## src/rtl/rx_pkg.sv

```systemverilog
package rx_pkg;
  typedef enum logic [2:0] {
    ST_IDLE,
    ST_START,
    ST_DATA,
    ST_PAR,
    ST_STOP
  } rxState_t;

  typedef struct packed {
    logic shiftEn;
    logic parCap;
    logic frameDone;
    logic lineBit;
  } rxStrobe_t;
endpackage

```

## src/rtl/rx_ctrl.sv

```systemverilog
module rx_ctrl
  import rx_pkg::*;
#(
  parameter int OVS       = 16,
  parameter int DATA_BITS = 8
) (
  input  logic      clk,
  input  logic      rstN,
  input  logic      baudTick,
  input  logic      rxIn,
  input  logic      rxEnable,
  input  logic      parityEn,
  output rxStrobe_t strb
);
  localparam int CW   = $clog2(OVS);
  localparam int IW   = (DATA_BITS > 1) ? $clog2(DATA_BITS) : 1;
  localparam int HALF = OVS / 2;

  logic [1:0]    syncQ;
  logic          lineS;
  rxState_t      state;
  logic [CW-1:0] tickCnt;
  logic [IW-1:0] bitIdx;
  logic          bitEnd;

  assign lineS  = syncQ[1];
  assign bitEnd = (tickCnt == CW'(OVS - 1));

  always_ff @(posedge clk or negedge rstN) begin
    if (!rstN) begin
      syncQ   <= 2'b11;
      state   <= ST_IDLE;
      tickCnt <= '0;
      bitIdx  <= '0;
    end else begin
      syncQ <= {syncQ[0], rxIn};
      if (!rxEnable) begin
        state   <= ST_IDLE;
        tickCnt <= '0;
        bitIdx  <= '0;
      end else if (baudTick) begin
        case (state)
          ST_IDLE: begin
            tickCnt <= '0;
            if (!lineS) state <= ST_START;
          end
          ST_START: begin
            if (tickCnt == CW'(HALF - 1)) begin
              tickCnt <= '0;
              bitIdx  <= '0;
              state   <= lineS ? ST_IDLE : ST_DATA;
            end else begin
              tickCnt <= tickCnt + 1'b1;
            end
          end
          ST_DATA: begin
            if (bitEnd) begin
              tickCnt <= '0;
              if (bitIdx == IW'(DATA_BITS - 1)) state <= parityEn ? ST_PAR : ST_STOP;
              else bitIdx <= bitIdx + 1'b1;
            end else begin
              tickCnt <= tickCnt + 1'b1;
            end
          end
          ST_PAR: begin
            if (bitEnd) begin
              tickCnt <= '0;
              state   <= ST_STOP;
            end else begin
              tickCnt <= tickCnt + 1'b1;
            end
          end
          ST_STOP: begin
            if (bitEnd) begin
              tickCnt <= '0;
              state   <= ST_IDLE;
            end else begin
              tickCnt <= tickCnt + 1'b1;
            end
          end
          default: state <= ST_IDLE;
        endcase
      end
    end
  end

  logic sampleNow;
  assign sampleNow = rxEnable && baudTick && bitEnd;

  always_comb begin
    strb.shiftEn   = sampleNow && (state == ST_DATA);
    strb.parCap    = sampleNow && (state == ST_PAR);
    strb.frameDone = sampleNow && (state == ST_STOP);
    strb.lineBit   = lineS;
  end
endmodule

```

## src/rtl/rx_dp.sv

```systemverilog
module rx_dp
  import rx_pkg::*;
#(
  parameter int DATA_BITS = 8
) (
  input  logic                 clk,
  input  logic                 rstN,
  input  rxStrobe_t            strb,
  input  logic                 parityEn,
  input  logic                 parityOdd,
  input  logic                 clrFull,
  input  logic                 clrOverrun,
  input  logic                 clrFraming,
  input  logic                 clrParity,
  output logic [DATA_BITS-1:0] rxData,
  output logic                 fullFlag,
  output logic                 overrunFlag,
  output logic                 framingFlag,
  output logic                 parityFlag
);
  logic [DATA_BITS-1:0] shiftQ;
  logic                 parQ;
  logic                 ferr;
  logic                 perr;
  logic                 ovr;

  assign ferr = !strb.lineBit;
  assign perr = parityEn && ((^{shiftQ, parQ}) != parityOdd);
  assign ovr  = fullFlag;

  always_ff @(posedge clk or negedge rstN) begin
    if (!rstN) begin
      shiftQ <= '0;
      parQ   <= 1'b0;
    end else begin
      if (strb.shiftEn) shiftQ <= {strb.lineBit, shiftQ[DATA_BITS-1:1]};
      if (strb.parCap)  parQ   <= strb.lineBit;
    end
  end

  always_ff @(posedge clk or negedge rstN) begin
    if (!rstN) begin
      rxData      <= '0;
      fullFlag    <= 1'b0;
      overrunFlag <= 1'b0;
      framingFlag <= 1'b0;
      parityFlag  <= 1'b0;
    end else begin
      if (clrFull)    fullFlag    <= 1'b0;
      if (clrOverrun) overrunFlag <= 1'b0;
      if (clrFraming) framingFlag <= 1'b0;
      if (clrParity)  parityFlag  <= 1'b0;
      if (strb.frameDone) begin
        if (ferr) framingFlag <= 1'b1;
        if (perr) parityFlag  <= 1'b1;
        if (ovr) begin
          overrunFlag <= 1'b1;
          fullFlag    <= 1'b1;
        end else begin
          rxData <= shiftQ;
          if (!ferr && !perr) fullFlag <= 1'b1;
        end
      end
    end
  end
endmodule

```

## src/rtl/async_rx.sv

```systemverilog
module async_rx
  import rx_pkg::*;
#(
  parameter int OVS       = 16,
  parameter int DATA_BITS = 8
) (
  input  logic                 clk,
  input  logic                 rstN,
  input  logic                 baudTick,
  input  logic                 rxIn,
  input  logic                 rxEnable,
  input  logic                 parityEn,
  input  logic                 parityOdd,
  input  logic                 clrFull,
  input  logic                 clrOverrun,
  input  logic                 clrFraming,
  input  logic                 clrParity,
  output logic [DATA_BITS-1:0] rxData,
  output logic                 fullFlag,
  output logic                 overrunFlag,
  output logic                 framingFlag,
  output logic                 parityFlag
);
  rxStrobe_t strb;

  rx_ctrl #(.OVS(OVS), .DATA_BITS(DATA_BITS)) u_ctrl (
    .clk     (clk),
    .rstN    (rstN),
    .baudTick(baudTick),
    .rxIn    (rxIn),
    .rxEnable(rxEnable),
    .parityEn(parityEn),
    .strb    (strb)
  );

  rx_dp #(.DATA_BITS(DATA_BITS)) u_dp (
    .clk        (clk),
    .rstN       (rstN),
    .strb       (strb),
    .parityEn   (parityEn),
    .parityOdd  (parityOdd),
    .clrFull    (clrFull),
    .clrOverrun (clrOverrun),
    .clrFraming (clrFraming),
    .clrParity  (clrParity),
    .rxData     (rxData),
    .fullFlag   (fullFlag),
    .overrunFlag(overrunFlag),
    .framingFlag(framingFlag),
    .parityFlag (parityFlag)
  );
endmodule

```

## config.mk

```make
export PLATFORM = sky130hd
export DESIGN_NAME = async_rx
export DESIGN_NICKNAME = d
export VERILOG_FILES = /design/src/rtl/rx_pkg.sv /design/src/rtl/rx_ctrl.sv /design/src/rtl/rx_dp.sv /design/src/rtl/async_rx.sv
export SDC_FILE = /design/constraint.sdc
export NUM_CORES = 1
export LEC_CHECK = 0
export ABC_AREA = 1
export BUFFER_PORTS_ARGS = -buffer_cell sky130_fd_sc_hd__buf_4
export CORE_AREA = 2 2 63 65
export CTS_CLUSTER_DIAMETER = 120
export DETAILED_ROUTE_END_ITERATION = 8
export DIE_AREA = 0 0 65 67
export HOLD_SLACK_MARGIN = 0.1
export PLACE_DENSITY = 0.68
export SYNTH_ARGS = -nofsm -noshare
export SYNTH_HDL_FRONTEND = slang
export SYNTH_SLANG_ARGS = --single-unit
```

## constraint.sdc

```tcl
create_clock -name clk -period 2.33 [get_ports clk]
set_input_delay 0.466 -clock clk [delete_from_list [all_inputs] [get_ports clk]]
set_output_delay 0.466 -clock clk [all_outputs]
set_load 0.005 [all_outputs]
```

* Word level (Yosys, flattened, before mapping)
Cells that the tools add are included.
** Storage, ports and cells
- Register bits after elaboration :: 33
- Logic and storage cells :: 82
- Input port bits :: 11
- Output and inout bits :: 12
** Cells by class
- Eq/ne operators :: 18
- Reductions and logical operators :: 15
- $add $sub $neg :: 2
- Bitwise gates (word level) :: 1
- Multiplexer cells :: 35
** Operators with widths (count)
- $mux 3 :: 14
- $mux 4 :: 4
- $ne 3x2->1 const B :: 5
- $pmux 3 s5 :: 1
- $mux 1 :: 13
- $pmux 4 s3 :: 1
- $reduce_xor 9->1 :: 1
- $logic_and 1x1->1 :: 7
- $reduce_and 7->1 :: 1
- $eq 3x2->1 const B :: 2
- $eq 3x3->1 const B :: 2
- $ne 3x3->1 const B :: 2
- $pmux 3 s2 :: 1
- $reduce_and 5->1 :: 1
- $add 4x1->4 const B :: 1
- $eq 4x3->1 const B :: 1
- $eq 4x4->1 const B :: 1
- $ne 4x2->1 const B :: 1
- $reduce_and 2->1 :: 2
- $add 3x1->3 const B :: 1
- $eq 3x1->1 const B :: 1
- $logic_not 3->1 :: 1
- $ne 3x1->1 const B :: 1
- $reduce_or 3->1 :: 1
- 5 further kinds :: 5

* Longest topological paths before layout
- Depth after elaboration :: 8
- Depth in mapped cells :: 12

* Hierarchy
A second synthesis with hierarchy kept.
** Second synthesis, totals
- Cells, all modules :: 239
- Area, all modules :: 1786.7 sq um
** Modules (own cells, without submodules)
- rx_dp :: cells an instance 123, sequential area each 525.5 sq um, area an instance 955.9 sq um, instances 1
- rx_ctrl :: cells an instance 116, sequential area each 302.8 sq um, area an instance 830.8 sq um, instances 1

* Worst setup path before layout
Ideal clock, no wire load.
- Path type :: register -> register
- Start point :: register u_ctrl.tickCnt[0]
- End point :: register u_ctrl.state[0]
- Arrival :: 1.339 ns
- Setup slack :: 0.874 ns
- Cell stages (with the launch flop) :: 11
- Period minus slack after synthesis :: 1.456 ns
- Library setup time :: 0.117 ns
- Required time :: 2.213 ns
- Path through :: dfrtp_1 > ha_1 > nand2_1 > nor2_4 > inv_2 > nand3_1 > o21ai_1 > a21oi_2 > nand2_4 > nand2_1 > nand2_1
** On the way
- Cells in the longest elaborated chain, start to end :: 3
** Ends and longest elaborated chain
- from (decl) :: RTL line rx_ctrl.sv:22 : logic [CW-1:0] tickCnt;
- from (signal assigned) :: RTL line rx_ctrl.sv:53 : tickCnt <= tickCnt + 1'b1;
- from (signal assigned) :: RTL line rx_ctrl.sv:62 : tickCnt <= tickCnt + 1'b1;
- from (signal assigned) :: RTL line rx_ctrl.sv:70 : tickCnt <= tickCnt + 1'b1;
- $eq 4x4->1 / $eq 4x3->1 (equally long branches) :: RTL line rx_ctrl.sv:27, rx_ctrl.sv:48
- $ne 3x2->1 (no source line)
- $reduce_and 7->1 (no source line) *
- to (signal assigned) :: RTL line rx_ctrl.sv:51 : state <= lineS ? ST_IDLE : ST_DATA;
- to (signal assigned) :: RTL line rx_ctrl.sv:59 : if (bitIdx == IW'(DATA_BITS - 1)) state <= parityEn ? ST_PAR : ST_STOP;
- to (decl) :: RTL line rx_ctrl.sv:21 : rxState_t state;
Every way passes the cells marked *; elsewhere a longest branch is shown, timed or not.
A chain may end at the register's enable or synchronous reset.

* Worst setup path after layout
- Start point :: register u_ctrl.tickCnt[0]
- End point :: register u_ctrl.state[2]
Same word-level chain as after synthesis.

==> out/summary.txt <==
Status -> completed
CTS clk-pin slew, worst paths -> 0.06 ns
Core Area -> 3610 um^2
Min-Delay Path Class -> input pin to async pin
Clock Latency Late Sink -> 0.28 ns
Syn. warnings -> 0
Die width -> 65 um
CP arrival -> 1.75 ns
Yosys top cell area share -> 0.444
GR Overflow Total -> 0
# rows -> 22
Top post-synthesis cells by area -> dfrtp_1 (44%), nand2_1 (15%), o21ai_1 (5.7%)
Die H -> 67 um
Total track usage -> 0.176
Largest net degree at the start of global routing -> 34
Setup repair bufs after CTS -> 0
Setup TNS -> 0 ns
Crit Path Category -> register to register
Root buffer cell -> clkbuf_8
Pleak -> 1.01 nW
# DRC -> 0
Number of H-tree levels -> 2
Synth Cell Area -> 1750 um^2
Post-synthesis cell count -> 215
Syn nets -> 229
Syn avg cell area -> 8.12 um^2
Hold_buf cts -> 0
Power per cell area -> 659 nW/um^2
Worst slack, placed -> 0.751 ns
Fin. Hold Viols -> 0
Layout Area Growth over Synthesis -> 16.3%
First-pass GRT wire length -> 5840 um
DP Wirelength -> 2280 um
Placed Area -> 1940 um^2
Vias in the first global route -> 1413
Slew headroom -> 0.731
Avg WL per Cell -> 10.6 um
Hold_ws -> 0.116 ns
Final setup viols -> 0
Max Cap Viol -> 0
Commonest non-fill, non-tap cell in the layout -> nand2_1
Reg2Reg Setup Slack -> 0.75 ns
Yosys top cell by area -> dfrtp_1
Power, Total -> 1.34 mW
Setup Skew -> 0.00528 ns
Max clock buf depth -> 2
Startpoint Class -> register
Final ANT Viol Nets -> 0
Vias post-DR -> 1400
Post-synthesis sequential area ratio -> 0.474
Fin cells -> 289
RSZ-0062 raised after global routing -> false
Post-CTS sizing -> 0
Design Area, Final -> 2030 um^2
Full die area -> 4360 um^2
Most frequent cells in the layout -> nand2_1 (69), dfrtp_1 (31), inv_1 (26)
PortBufs -> 22
Fin crit share -> 0.680
Critical Path End Type -> register
Fmax -> 631 MHz
Layout cells sized above 1 -> 0.195
Critical-path maximum fanout -> 4
TritonCTS Buffers -> 5
Worst setup margin -> 0.746 ns
Fin util -> 0.563
Slew Limit Fails -> 0
Peak VDD IR -> 0.381 mV
Yosys reg bits -> 33
First-pass detailed-route iteration total -> 4
RD Place Congestion -> 0.801
DRT Wirelength -> 3050 um
Drt via density -> 4.84
CP required -> 2.50 ns
Final min period -> 1.58 ns
# IOs -> 23
Worst Tran Pin Value -> 0.403 ns
# diodes -> 0
Number of antenna violations at the first check in global routing -> 0
Fill count -> 346
NumNets Final -> 255
CTS tree -> done
Initial Utilization -> 0.484
Placed insts -> 282
CTS Sinks -> 33
Count of cell types in the netlist -> 32
1st-iter DRT viols -> 98
[path summary, 6_finish.rpt]
kind / start / to / depth (start not counted)
setup / recovery: u_ctrl.tickCnt[0] / u_ctrl.state[2] / 10
hold / removal: rstN / u_dp.rxData[5] / 1
setup reg to reg: u_ctrl.tickCnt[0] / u_ctrl.state[2] / 10
max in group asynchronous: rstN / u_ctrl.syncQ[0] / 1
hold reg to reg: u_ctrl.syncQ[0] / u_ctrl.syncQ[1] / 0
min in group clk: rxIn / u_ctrl.syncQ[0] / 1
[worst max-delay path, stage by stage (launching register included)]
cell and delay (ns):
dfrtp_1 0.37, ha_1 0.17, nand2_1 0.14, nor2_4 0.16, inv_2 0.09, nand3_1 0.07
o21ai_1 0.08, a21oi_2 0.22, nand2_4 0.07, nand2_1 0.06, nand2_1 0.04
[where the power goes]
part | internal (mW) | total (mW) | switching, mW
combinational | 0.101 | 0.279 | 0.178
sequential | 0.604 | 0.640 | 0.0357
clock | 0.234 | 0.421 | 0.187
total | 0.939 | 1.34 | 0.400
[state kept, by name, indices dropped and copies added, names as in the netlist]
| name | flops |
|---|---|
| u_ctrl.bitIdx | 3 |
| u_ctrl.state | 3 |
| u_ctrl.syncQ | 2 |
| u_ctrl.tickCnt | 4 |
| u_dp.framingFlag | 1 |
| u_dp.fullFlag | 1 |
| u_dp.overrunFlag | 1 |
| u_dp.parQ | 1 |
| u_dp.parityFlag | 1 |
| u_dp.rxData | 8 |
| u_dp.shiftQ | 8 |
[cell type report]
type	instances	area, um^2	share of cell area
multi-input combinational	150	782	0.385
sequential	33	828	0.408
clock buffer	7	86.3	0.0425
timing repair buffer	22	165	0.0813
inverter	29	109	0.0536
tap	48	60.1	0.0296
[synth_stat cells]
master / count
nand3_4: 1
xor2_1: 1
xnor2_1: 1
nor2_1: 10
buf_6: 2
nand2_2: 2
o21bai_1: 1
buf_2: 1
dfrtp_1: 31
ha_1: 3
nor3_2: 1
o21ai_1: 20
dfstp_2: 2
o211ai_2: 1
inv_1: 26
nand2_1: 69
o22ai_1: 4
nand3b_1: 1
a211oi_1: 1
nand2_4: 2
a21oi_1: 4
a21oi_2: 1
nand4_2: 1
o21ai_0: 7
nand3_1: 11
nor2_2: 1
o21ai_2: 1
a31oi_1: 1
nor2_4: 2
inv_2: 3
nor2_8: 1
nand4_1: 2
[cells by family (layout without fill, tap and decap cells)]
| kind of cell | after synthesis | in the layout | synth area share |
|---|---|---|---|
| compound gates | 41 | 41 | 0.133 |
| xor+xnor | 2 | 2 | 0.0100 |
| fa+ha+maj | 3 | 3 | 0.0215 |
| buf+inv | 32 | 58 | 0.0781 |
| flops | 33 | 33 | 0.474 |
| simple gates | 104 | 104 | 0.284 |
[per-layer routing]
metal / GRT usage / part of all wire / wire (um)
met1: 0.211 / 0.49 / 1480
met2: 0.289 / 0.46 / 1390
met3: 0.0507 / 0.037 / 114
met4: 0.0878 / 0.021 / 63
met5: 0 / 0 / 0
Power figures use the tool's default switching activity.
